--- src/rtl/ser_pkg.sv ---
// Package: shared state encoding and flag positions for the serial port.
// Assumes: all modules of the port import this package.
package ser_pkg;
    typedef enum logic [1:0] {
        ST_IDLE = 2'd0,
        ST_TX   = 2'd1,
        ST_RX   = 2'd2
    } ser_state_t;

    localparam int NFLAG  = 5;
    localparam int FL_TBE = 0;
    localparam int FL_TXD = 1;
    localparam int FL_RXD = 2;
    localparam int FL_ERR = 3;
    localparam int FL_OVR = 4;
endpackage

--- src/rtl/ser_baud.sv ---
// Module: half-period tick generator for the shift clock.
// Produces one tick every div+1 clocks while enabled; restart realigns the
// count so the first half-period after a start is full length.
// Assumes: div is held constant during a frame.
module ser_baud #(
    parameter int DIV_W = 8
) (
    input  logic             clk,
    input  logic             rst_n,
    input  logic             en,
    input  logic             restart,
    input  logic [DIV_W-1:0] div,
    output logic             tick
);
    logic [DIV_W-1:0] cnt_q;

    // tick marks the last clock of a half period
    assign tick = en && (cnt_q == div);

    // half-period counter, cleared when idle, restarted or wrapping
    always_ff @(posedge clk) begin
        if (!rst_n)                  cnt_q <= '0;
        else if (restart || !en)     cnt_q <= '0;
        else if (tick)               cnt_q <= '0;
        else                         cnt_q <= cnt_q + 1'b1;
    end
endmodule

--- src/rtl/ser_flags.sv ---
// Module: sticky flag bank. A set pulse wins over a clear in the same cycle.
// Assumes: set and clr are single-cycle strobes.
module ser_flags #(
    parameter int N = 5
) (
    input  logic         clk,
    input  logic         rst_n,
    input  logic [N-1:0] set,
    input  logic [N-1:0] clr,
    output logic [N-1:0] flags
);
    // hold each flag until cleared by the host
    always_ff @(posedge clk) begin
        if (!rst_n) flags <= '0;
        else        flags <= (flags & ~clr) | set;
    end
endmodule

--- src/rtl/ser_engine.sv ---
// Module: frame engine. Holds the transmit holding register, the shift
// register, the bit/phase counters and the pin registers, and runs one
// direction at a time.
// Assumes: tick comes from ser_baud, enabled by busy and restarted by restart.
module ser_engine import ser_pkg::*; #(
    parameter int DATA_W = 8
) (
    input  logic              clk,
    input  logic              rst_n,
    input  logic              run,
    input  logic              rx_en,
    input  logic              tx_wr,
    input  logic [DATA_W-1:0] tx_data,
    input  logic              tick,
    input  logic              sdat_i,
    output logic              busy,
    output logic              restart,
    output logic              sclk_o,
    output logic              sdat_o,
    output logic              sdat_oe,
    output logic [DATA_W-1:0] rx_data,
    output logic              ev_load,
    output logic              ev_txdone,
    output logic              ev_rxdone
);
    localparam int CNT_W = (DATA_W > 1) ? $clog2(DATA_W) : 1;
    localparam logic [CNT_W-1:0] LAST_BIT = CNT_W'(DATA_W - 1);

    ser_state_t        state_q;
    logic [DATA_W-1:0] tbuf_q, sh_q, rbuf_q;
    logic              tfull_q, ph_q, sclk_q, sdat_q;
    logic [CNT_W-1:0]  bit_q;
    logic              start_rx, start_tx, end_bit, chain, tx_load, wr_ok;

    // start, end-of-frame and chaining decisions
    always_comb begin
        start_rx = (state_q == ST_IDLE) && run && rx_en;
        start_tx = (state_q == ST_IDLE) && run && !rx_en && tfull_q;
        end_bit  = busy && tick && ph_q && (bit_q == LAST_BIT);
        chain    = (state_q == ST_TX) && end_bit && run && !rx_en && tfull_q;
        tx_load  = start_tx || chain;
        wr_ok    = tx_wr && (state_q != ST_RX);
    end

    assign busy      = (state_q != ST_IDLE);
    assign restart   = start_rx || tx_load;
    assign sclk_o    = sclk_q;
    assign sdat_o    = sdat_q;
    assign sdat_oe   = (state_q != ST_RX);
    assign rx_data   = rbuf_q;
    assign ev_load   = tx_load;
    assign ev_txdone = end_bit && (state_q == ST_TX);
    assign ev_rxdone = end_bit && (state_q == ST_RX);

    // transmit holding register: loads on host write, empties on transfer
    always_ff @(posedge clk) begin
        if (!rst_n) begin
            tbuf_q  <= '0;
            tfull_q <= 1'b0;
        end else begin
            if (tx_load) tfull_q <= 1'b0;
            if (wr_ok) begin
                tbuf_q  <= tx_data;
                tfull_q <= 1'b1;
            end
        end
    end

    // frame sequencer: phases, bit count, shifting and pin values
    always_ff @(posedge clk) begin
        if (!rst_n) begin
            state_q <= ST_IDLE;
            sh_q    <= '0;
            rbuf_q  <= '0;
            ph_q    <= 1'b0;
            bit_q   <= '0;
            sclk_q  <= 1'b1;
            sdat_q  <= 1'b1;
        end else begin
            if (busy && tick) begin
                if (!ph_q) begin
                    ph_q   <= 1'b1;
                    sclk_q <= 1'b1;
                    if (state_q == ST_RX) sh_q <= {sdat_i, sh_q[DATA_W-1:1]};
                end else if (bit_q == LAST_BIT) begin
                    state_q <= ST_IDLE;
                    sclk_q  <= 1'b1;
                    sdat_q  <= 1'b1;
                    if (state_q == ST_RX) rbuf_q <= sh_q;
                end else begin
                    bit_q  <= bit_q + 1'b1;
                    ph_q   <= 1'b0;
                    sclk_q <= 1'b0;
                    if (state_q == ST_TX) begin
                        sh_q   <= sh_q >> 1;
                        sdat_q <= sh_q[1];
                    end
                end
            end
            if (tx_load) begin
                state_q <= ST_TX;
                sh_q    <= tbuf_q;
                sdat_q  <= tbuf_q[0];
                sclk_q  <= 1'b0;
                ph_q    <= 1'b0;
                bit_q   <= '0;
            end else if (start_rx) begin
                state_q <= ST_RX;
                sdat_q  <= 1'b1;
                sclk_q  <= 1'b0;
                ph_q    <= 1'b0;
                bit_q   <= '0;
            end
        end
    end

    AST_PINS_PARKED: assert property (@(posedge clk) disable iff (!rst_n)
        (state_q == ST_IDLE) |-> (sclk_q && sdat_q && sdat_oe));
    AST_SCLK_STILL: assert property (@(posedge clk) disable iff (!rst_n)
        (busy && !tick) |=> $stable(sclk_q));
    AST_RBUF_STABLE: assert property (@(posedge clk) disable iff (!rst_n)
        !ev_rxdone |=> $stable(rbuf_q));
endmodule

--- src/rtl/sync_ser_port.sv ---
// Module: top of the half-duplex synchronous serial master port.
// Owns the receive-enable bit, the unread marker and the flag events, and
// wires the tick generator, frame engine and flag bank together.
// Assumes: host strobes are one clock wide; sdat_i is already synchronous.
module sync_ser_port import ser_pkg::*; #(
    parameter int DATA_W = 8,
    parameter int DIV_W  = 8
) (
    input  logic              clk,
    input  logic              rst_n,
    input  logic              run,
    input  logic              rx_en_set,
    input  logic              rx_en_clr,
    input  logic              ovr_chk_en,
    input  logic [DIV_W-1:0]  div,
    input  logic              tx_wr,
    input  logic [DATA_W-1:0] tx_data,
    input  logic              rx_rd,
    output logic [DATA_W-1:0] rx_data,
    output logic              rx_en,
    input  logic [NFLAG-1:0]  flag_clr,
    output logic [NFLAG-1:0]  flags,
    output logic              sclk_o,
    output logic              sdat_o,
    output logic              sdat_oe,
    input  logic              sdat_i
);
    logic             rx_en_q, unread_q;
    logic             tick, busy, restart;
    logic             ev_load, ev_txdone, ev_rxdone, ev_ovr;
    logic [NFLAG-1:0] fset;

    assign rx_en = rx_en_q;

    ser_baud #(.DIV_W(DIV_W)) i_baud (
        .clk(clk), .rst_n(rst_n), .en(busy), .restart(restart),
        .div(div), .tick(tick)
    );

    ser_engine #(.DATA_W(DATA_W)) i_engine (
        .clk(clk), .rst_n(rst_n), .run(run), .rx_en(rx_en_q),
        .tx_wr(tx_wr), .tx_data(tx_data), .tick(tick), .sdat_i(sdat_i),
        .busy(busy), .restart(restart), .sclk_o(sclk_o), .sdat_o(sdat_o),
        .sdat_oe(sdat_oe), .rx_data(rx_data), .ev_load(ev_load),
        .ev_txdone(ev_txdone), .ev_rxdone(ev_rxdone)
    );

    // receive enable: host arms it, host or byte completion drops it
    always_ff @(posedge clk) begin
        if (!rst_n)                      rx_en_q <= 1'b0;
        else if (rx_en_set)              rx_en_q <= 1'b1;
        else if (rx_en_clr || ev_rxdone) rx_en_q <= 1'b0;
    end

    // unread marker for the receive buffer
    always_ff @(posedge clk) begin
        if (!rst_n)         unread_q <= 1'b0;
        else if (ev_rxdone) unread_q <= 1'b1;
        else if (rx_rd)     unread_q <= 1'b0;
    end

    // overrun event and flag set vector
    always_comb begin
        ev_ovr         = ev_rxdone && ovr_chk_en && unread_q && !rx_rd;
        fset           = '0;
        fset[FL_TBE]   = ev_load;
        fset[FL_TXD]   = ev_txdone;
        fset[FL_RXD]   = ev_rxdone;
        fset[FL_ERR]   = ev_ovr;
        fset[FL_OVR]   = ev_ovr;
    end

    ser_flags #(.N(NFLAG)) i_flags (
        .clk(clk), .rst_n(rst_n), .set(fset), .clr(flag_clr), .flags(flags)
    );

    AST_RXEN_SELF_CLR: assert property (@(posedge clk) disable iff (!rst_n)
        (ev_rxdone && !rx_en_set) |=> !rx_en_q);
    AST_OVR_NEEDS_EN: assert property (@(posedge clk) disable iff (!rst_n)
        $rose(flags[FL_OVR]) |-> $past(ovr_chk_en));
    AST_ERR_WITH_OVR: assert property (@(posedge clk) disable iff (!rst_n)
        $rose(flags[FL_OVR]) |-> flags[FL_ERR]);
endmodule

--- config.mk ---
export PLATFORM = sky130hd
export DESIGN_NAME = sync_ser_port
export DESIGN_NICKNAME = d
export VERILOG_FILES = /design/src/rtl/ser_pkg.sv /design/src/rtl/ser_baud.sv /design/src/rtl/ser_flags.sv /design/src/rtl/ser_engine.sv /design/src/rtl/sync_ser_port.sv
export SDC_FILE = /design/constraint.sdc
export NUM_CORES = 1
export LEC_CHECK = 0
export ABC_AREA = 1
export BUFFER_PORTS_ARGS = -buffer_cell sky130_fd_sc_hd__buf_4
export CORE_MARGIN = 3
export CORE_UTILIZATION = 60
export CTS_BUF_LIST = sky130_fd_sc_hd__clkbuf_2 sky130_fd_sc_hd__clkbuf_4 sky130_fd_sc_hd__clkbuf_8
export CTS_CLUSTER_DIAMETER = 100
export DETAILED_ROUTE_END_ITERATION = 10
export PLACE_DENSITY_LB_ADDON = 0.12
export SYNTH_ARGS = -nofsm -noshare
export SYNTH_HDL_FRONTEND = slang
export SYNTH_SLANG_ARGS = --single-unit
--- constraint.sdc ---
create_clock -name clk -period 5.6 [get_ports clk]
set_clock_uncertainty 0.2 [all_clocks]
set_input_delay 0.56 -clock clk [delete_from_list [all_inputs] [get_ports clk]]
set_output_delay 0.56 -clock clk [all_outputs]
set_load 0.02 [all_outputs]
Word level (Yosys, flattened, before mapping)
Index checks and enable logic that the tools add are counted.
- register bits after elaboration: 48
- bits in latches: 0
- RAM bits: 0
- memory bits (read-only): 0
- input bits: 30
- output and inout bits: 17
- logic and storage cells: 103
- memories kept: 0
- add/subtract/negate cells: 2
- $mul: 0
- divide/modulo/power cells: 0
- order comparisons: 0
- eq/ne operators: 7
- shift-type cells: 0
- mux-type cells: 28
- bitwise logic cells: 5
- reductions and logical operators: 47
- operator list (operator ; number):
    2-to-1 mux 8 bit ; 6
    2-to-1 mux 1 bit ; 18
    logical AND 1 bit ; 17
    nonzero test 2 bit ; 8
    AND reduction 3 bit ; 4
    nonzero test 3 bit ; 4
    adder 8 x 1 -> 8 bit, second input constant ; 1
    == test 8 bit ; 1
    2-to-1 mux 2 bit ; 4
    AND reduction 4 bit ; 2
    inequality test 3 bit, second input constant ; 2
    OR reduction 3 bit ; 2
    AND 5 bit ; 1
    NOT 5 bit ; 1
    OR 5 bit ; 1
    logical OR 1 bit ; 4
    nonzero test 4 bit ; 1
    adder 3 x 1 -> 3 bit, second input constant ; 1
    == test 3 bit, second input constant ; 1
    logical NOT 1 bit ; 3
    == test 2 x 1 -> 1 bit, second input constant ; 1
    == test 2 bit, second input constant ; 1
    logical NOT 2 bit ; 1
    inequality test 2 bit, second input constant ; 1
    other kinds (2) ; 3

Longest topological paths before layout
Gate-level depths: netlist of the first run.
- depth after elaboration: 13
- gate-level depth with buffers: 14
- gate-level depth less buffers: 13

Hierarchy
Synthesis of the first run repeated with hierarchy kept, for this count alone.
- cell total of the unflattened synthesis: 337
- area total of the unflattened synthesis: 2302.2 µm²
- modules (own cells, without submodules) (module ; times used ; cells an instance ; area each (µm²) ; sequential area each (µm²)):
    ser_engine ; 1 ; 210 ; 1487.7 ; 660.6
    ser_baud ; 1 ; 88 ; 535.5 ; 160.2
    ser_flags ; 1 ; 26 ; 185.2 ; 100.1
    sync_ser_port ; 1 ; 13 ; 93.8 ; 40.0

Least setup slack after synthesis of the first run
Ideal clock, no wire load.
- kind: reg2reg
- start: register i_engine.bit_q[0]
- end: register i_engine.sh_q[7]
- setup time: 110 ps
- arrival time: 1685 ps
- data required time: 5290 ps
- slack: 3605 ps
- cell stages (with the launch flop): 13
- buffers on the path: 0
- clock period less this slack: 1995 ps
- cell sequence: dfxtp_1 > ha_1 > ha_1 > nor2_1 > inv_1 > o22ai_1 > inv_1 > nor2_4 > inv_1 > o21ai_0 > nand2_1 > inv_1 > nor2_1
- cells in the longest elaborated chain, start to end: 9
- elaborated cells between the ends (all ways): 13
- classes of those cells: eq/ne (3); mux (1); reduce/logical (9)
- RTL lines (what ; RTL line ; source):
    from (decl) ; ser_engine.sv:32 ; logic [CNT_W-1:0] bit_q;
    from (signal assigned) ; ser_engine.sv:91 ; bit_q <= bit_q + 1'b1;
    == test 3 bit * ; ser_engine.sv:39, ser_engine.sv:85 ;
    logical AND 1 bit ; ser_engine.sv:39 ; end_bit = busy && tick && ph_q && (bit_q == LAST_BIT);
    logical AND 1 bit (4 in a row) ; ser_engine.sv:40 ; chain = (state_q == ST_TX) && end_bit && run && !rx_en && tfull_q;
    logical OR 1 bit ; ser_engine.sv:41 ; tx_load = start_tx || chain;
    inequality test 3 bit (no source line), or another cell as far along ; -- ;
    AND reduction 4 bit (no source line) ; -- ;
    to (signal assigned) ; ser_engine.sv:84 ; if (state_q == ST_RX) sh_q <= {sdat_i, sh_q[DATA_W-1:1]};
    to (signal assigned) ; ser_engine.sv:95 ; sh_q <= sh_q >> 1;
    to (signal assigned) ; ser_engine.sv:102 ; sh_q <= tbuf_q;
    to (decl) ; ser_engine.sv:30 ; logic [DATA_W-1:0] tbuf_q, sh_q, rbuf_q;
Mark *: on every way between the ends. The rest lies on a longest branch, timed or not.
A chain may end at the register's enable or synchronous reset.

Worst setup path after layout of the first run
Same ends and word-level chain as after synthesis.

==> key figures, run 1 <==
Clock network
  • CTS tree: done
  • CTS buffer count: 5
  • CTS Buffer Depth: 2
  • Skew-Pair Late Insertion Delay: 310 ps
  • Clock Sinks: 48
  • H-tree depth: 2
  • Clock-pin slew on the worst setup and hold paths: 90 ps
  • Post-CTS Setup Bufs: 0
  • Clock root cell: clkbuf_8
  • Cts hold-fix bufs: 0
  • # resized after CTS: 0

Power
  • Sw Ratio: 0.250
  • VDD IR max: 330 µV
  • Clock network fraction of total power: 0.358
  • P_int: 523 µW
  • Sequential Power Share: 0.522
  • P_sw: 174 µW
  • Static leakage: 0.00127 µW
  • Combinational Power Share: 0.121
  • PD cells: 256 nW/µm²

Status
  • Status: complete, no violations

Cells and area
  • FF+latch area: 961 µm²
  • Area of the multi-input gates: between 1000 and 1500 µm²
  • Layout Nets: 401
  • Share of post-route cells with drive strength above 1: 0.165
  • Diode count: 0
  • Synthesis-to-layout area growth: 21.0%
  • Commonest non-fill, non-tap cell in the layout: nand2_1
  • Finished Cell Area: 2720 µm²
  • Fillers: 283
  • Most frequent cells in the layout: nand2_1, inv_1, dfxtp_1

Routing
  • Pre-Repair DR Iteration Count: 4
  • DRC: 0
  • Routed WL per cell: 11.6 µm
  • Routed WL: 4800 µm
  • Number of DRC markers in iteration 0: 134
  • DRT antenna net count: 0
  • Vias per cell: 4.99
  • Vias: roughly 2100

Floorplan
  • Die Y: 67.2 µm
  • Die area: about 4500 µm²
  • Number of I/O pins: 47
  • Core ar.: 3470 µm²
  • Die width: 67.2 µm
  • Core Rows: 21
  • Initial Utilization: 0.648

Place
  • Final GP Congestion: between 0.8 and 0.9
  • IO Port Bufs: 46
  • Dpl cell area: around 2600 µm²
  • Detailed placement HPWL: around 3500 µm

Worst setup path
  • Critical Path RT: 5610 ps
  • CP Class: flip-flop to flip-flop
  • Worst Path Arrival: 2300 ps
  • CP Max Fanout: 8
  • CP Launch Type: flip-flop
  • CP endpoint kind: flip-flop

STA
  • Worst-Margin Slew: 589 ps
  • Max Fclk: 437 MHz
  • Final period util: 0.409
  • Final setup violation count: 0
  • Hold WS: 249 ps
  • Max-slew headroom: 0.605
  • Max Slew Vio Count: 0
  • RSZ-0062 raised after global routing: false
  • Final hold vios: 0
  • Period minus WS final: 2290 ps
  • Setup TNS: 0 ps

Synthesis
  • Number of flops mapped to enable cells by yosys: 0
  • Synth Net Count: 356
  • Register area share after synthesis: 0.428
  • Yosys cell types: 24
  • Post-synth ARST share: 0
  • Yosys warning count: 0
  • Synthesized instance count: 323
  • Mean post-synth cell area: 6.96 µm²
  • Mapped Area: around 2200 µm²
  • Main synth FF type: dfxtp_1
  • Yosys reg bits: 48

Global routing
  • Vias in the first global route: 1796
  • Grt total ovfl: 0
  • First-pass GRT wire length: between 7000 and 8000 µm
  • Initial antenna violation count: 0
  • Pin count of the biggest net entering global routing: 29
  • Global-route usage over all layers: 0.232

Worst hold path
  • Worst min-delay path class: flip-flop to flip-flop

Job
  • Max-cap viol count: 0
## routing by layer
layer / GRT usage / wire length (µm)
met5: 0 / 0
met1: 0.298 / 2270
met4: 0.0759 / 58
met3: 0.0666 / 286
met2: 0.374 / 2180
## registers in the layout, summed over array words and instances, names as in the netlist, 2 cells and up
name              count
i_engine.bit_q        3
i_engine.tbuf_q       8
i_flags.flags         5
i_engine.sh_q         8
i_engine.rx_data      8
i_engine.state_q      2
i_baud.cnt_q          8
## layout make-up
cell class	count	share of cell area
repair buffers	46	0.127
flip-flops and latches	48	0.353
clock inverters	3	0.0156
multi-input cells	219	0.391
inverters	48	0.0662
well taps	46	0.0212
clock buffers	5	0.0253
## final timing paths
kind	startpoint	to	slack, ps	cells after the start
max	i_engine.bit_q[0]$_SDFFE_PP0P_	i_engine.sh_q[7]$_SDFFE_PN0P_	3310	12
min	i_engine.rx_data[5]$_SDFFE_PN0P_	i_engine.rx_data[5]$_SDFFE_PN0P_	250	2
max reg2reg	i_engine.bit_q[0]$_SDFFE_PP0P_	i_engine.sh_q[7]$_SDFFE_PN0P_	3310	12
min reg2reg	i_engine.rx_data[5]$_SDFFE_PN0P_	i_engine.rx_data[5]$_SDFFE_PN0P_	250	2
## synthesized netlist by cell type, types with 3 or more instances
| library cell | count | area, µm² |
|---|---|---|
| inv_1 | 48 | 180 |
| nand2_1 | 74 | 278 |
| nor2_1 | 44 | 165 |
| nand3_1 | 22 | 110 |
| nand3b_1 | 6 | 45.0 |
| buf_2 | 3 | 15.0 |
| o21ai_0 | 19 | 95.1 |
| nand4_1 | 3 | 18.8 |
| ha_1 | 3 | 37.5 |
| a21oi_1 | 26 | 130 |
| dfxtp_1 | 48 | 961 |
| clkbuf_1 | 4 | 15.0 |
| xor2_1 | 8 | 70.1 |
## power groups by stage
stage                     clock, µW  sequential [µW]  combinational, µW
after floorplan                   0              372               51.6
after global placement            0              372               81.1
after detailed placement          0              371               83.5
after CTS                       250              363               84.2
after global routing            265              366               95.4
final                           249              364               84.2
## worst max-delay path, cell delays in order (launching register included)
cell and delay, ps:
dfxtp_1 330, ha_1 200, ha_1 220, nor2_1 230, inv_1 110, o22ai_1 120
inv_1 110, nor2_4 180, inv_1 150, o21ai_0 180, nand2_1 70, inv_1 60
nor2_1 30
## through the flow
stage	power (µW)	std cells	util	setup WS, ps
finish	697	415	0.784	3310
global route	726	415	0.784	3100
CTS	697	415	0.784	3310
detailed placement	455	407	0.752	3310
global placement	453	407	0.752	3360
floorplan	424	323	-	3600
## kinds of logic after synthesis
logic type | synth area share
compound gates | 0.116
xor+xnor | 0.0351
fa+ha+maj | 0.0167
buf+inv | 0.0985
flops | 0.428
simple gates | 0.306
(Power assumes the default switching activity.)
==> inputs of run 2 (changes only) <==
CORE_UTILIZATION = 56   (was 60)
clock period = 2.2 ns   (was 5.6 ns; I/O delays follow)
==> run 2 against run 1 <==
Compared with the run above: cell count up 5.1%; sequential share of layout area shrank 2.1 points; non-clock buffer count grew 19; highest routed layer unchanged.
==> key figures, run 2 (synthesis gave the netlist of run 1 again) <==
Worst setup path
  • Worst r2r src: i_engine.bit_q[0]$_SDFFE_PP0P_
  • Max incr delay on CP: 330 ps
  • Critical path's slowest cell: dfxtp_1
  • FF-to-FF End: i_engine.bit_q[1]$_SDFFE_PP0P_
  • Worst-case reg-to-reg path depth: 10
  • Cells along the critical path: ha_1 > ha_1 > nand2_1 > inv_1 > nand3_2 > nand2_4 > buf_4 > a21oi_1 > nand2_1 > a21oi_1
  • CP Launch Type: flip-flop
  • CP endpoint kind: flip-flop
  • Critical Path RT: 2240 ps
  • CP Max Fanout: 8
  • Worst Path Arrival: 2060 ps
  • CP Class: flip-flop to flip-flop
  • Flop2flop setup slack: 180 ps
  • Setup crit end: i_engine.bit_q[1]$_SDFFE_PP0P_
  • CP Launch Point: i_engine.bit_q[0]$_SDFFE_PP0P_

Power
  • VDD IR max: between 300 and 400 µV
  • PD cells: 597 nW/µm²
  • Static leakage: 0.00136 µW

Cells and area
  • Final core occ: 0.767
  • FF+latch area: 961 µm²
  • Fillers: about 300
  • Layout Nets: 420
  • Share of post-route cells with drive strength above 1: 0.186
  • Most frequent cells in the layout: nand2_1, buf_4, dfxtp_1
  • Commonest non-fill, non-tap cell in the layout: nand2_1
  • Diode count: 0
  • Synthesis-to-layout area growth: 28.8%
  • Area of the multi-input gates: ~1100 µm²

Global routing
  • Initial antenna violation count: 0
  • Vias in the first global route: roughly 1900
  • Grt total ovfl: 0
  • Global-route usage over all layers: 0.211
  • Pin count of the biggest net entering global routing: 29
  • First-pass GRT wire length: 8370 µm

Place
  • Final GP Congestion: 0.878
  • Detailed placement HPWL: 3540 µm
  • IO Port Bufs: 46

Job
  • Max-cap viol count: 0

STA
  • Worst-Margin Slew: 429 ps
  • RSZ-0062 raised after global routing: false
  • Period minus WS final: around 2000 ps
  • Final period util: 0.919
  • Final hold vios: 0
  • Setup TNS: 0 ps
  • Max Fclk: between 400 and 500 MHz
  • Final setup violation count: 0
  • Max Slew Vio Count: 0
  • Max-slew headroom: 0.714

Floorplan
  • Initial Utilization: 0.596
  • Core ar.: 3770 µm²
  • Die width: 69.3 µm
  • Number of I/O pins: 47
  • Core Rows: 22
  • Die Y: 69.3 µm
  • Die area: 4810 µm²

Routing
  • Routed WL per cell: 11.6 µm
  • Vias per cell: 4.95
  • Routed WL: 5050 µm
  • Number of DRC markers in iteration 0: around 140
  • Pre-Repair DR Iteration Count: 4
  • Vias: ~2200
  • DRT antenna net count: 0
  • DRC: 0

Clock network
  • Clock-pin slew on the worst setup and hold paths: about 90 ps
  • H-tree depth: 2
  • Clock root cell: clkbuf_8
  • Clock Sinks: 48
  • CTS Buffer Depth: 2
  • Skew-Pair Late Insertion Delay: 300 ps
  • CTS buffer count: 5
  • CTS tree: done

Status
  • Status: complete, no violations

Worst hold path
  • Worst min-delay path class: input port to flip-flop
[run 2: cell type report]
type                            count  area share
Inverter                           48      0.0623
Tap cell                           48      0.0208
Multi-Input combinational cell    219       0.372
Sequential cell                    48       0.332
Clock buffer                        6      0.0285
Clock inverter                      2     0.00476
Timing Repair Buffer               65       0.180
[run 2: report_power, final]
part           switching [µW]  internal, µW  leakage, µW
sequential               24.9           903     0.000391
combinational             129           115     0.000915
clock                     298           257    0.0000516
total                     452          1280      0.00136
[run 2: layer usage]
metal  part of all wire  track usage
met1               0.47        0.278
met2               0.46        0.349
met3              0.051       0.0449
met4              0.013       0.0586
met5                  0            0
[run 2: how the worst min path moves through the flow]
| stage | cells past startpoint | start | slack (ps) | to |
|---|---|---|---|---|
| floorplan | 2 | rx_en_set | 150 | rx_en$_SDFFE_PN0P_ |
| global placement | 2 | i_engine.rx_data[6]$_SDFFE_PN0P_ | 230 | i_engine.rx_data[6]$_SDFFE_PN0P_ |
| detailed placement | 2 | i_engine.rx_data[2]$_SDFFE_PN0P_ | 240 | i_engine.rx_data[2]$_SDFFE_PN0P_ |
| CTS | 3 | tx_data[5] | 6 | i_engine.tbuf_q[5]$_SDFFE_PN0P_ |
| global route | 3 | flag_clr[1] | 40 | i_flags.flags[1]$_SDFF_PN0_ |
| finish | 3 | tx_data[5] | 20 | i_engine.tbuf_q[5]$_SDFFE_PN0P_ |
[run 2: repair_timing]
action / 4_1_cts / 5_1_grt
setup buffers: 0 / 1
endpoints found under the hold margin: 12 / 0
hold buffers: 13 / 0
setup endpoints to repair: 0 / 13
gates resized for setup: 0 / 6
[run 2: critical path, delay by kind of cell (launching register included)]
family	cells	cell delay, ps
compound gates	2	330
buf+inv	2	230
fa+ha+maj	2	410
flops	1	330
simple gates	4	450
[run 2: through the flow]
step | setup slack, ps | total power, µW | area [µm²] | hold slack, ps | instances
floorplan | 205 | 1080 | 2250 | 154 | 323
global placement | 153 | 1160 | 2650 | 235 | 414
detailed placement | 60.6 | 1160 | 2650 | 236 | 414
CTS | 32.8 | 1710 | 2880 | 6.31 | 435
global route | 4.43 | 1800 | 2890 | 38.3 | 436
finish | 178 | 1730 | 2890 | 23.9 | 436
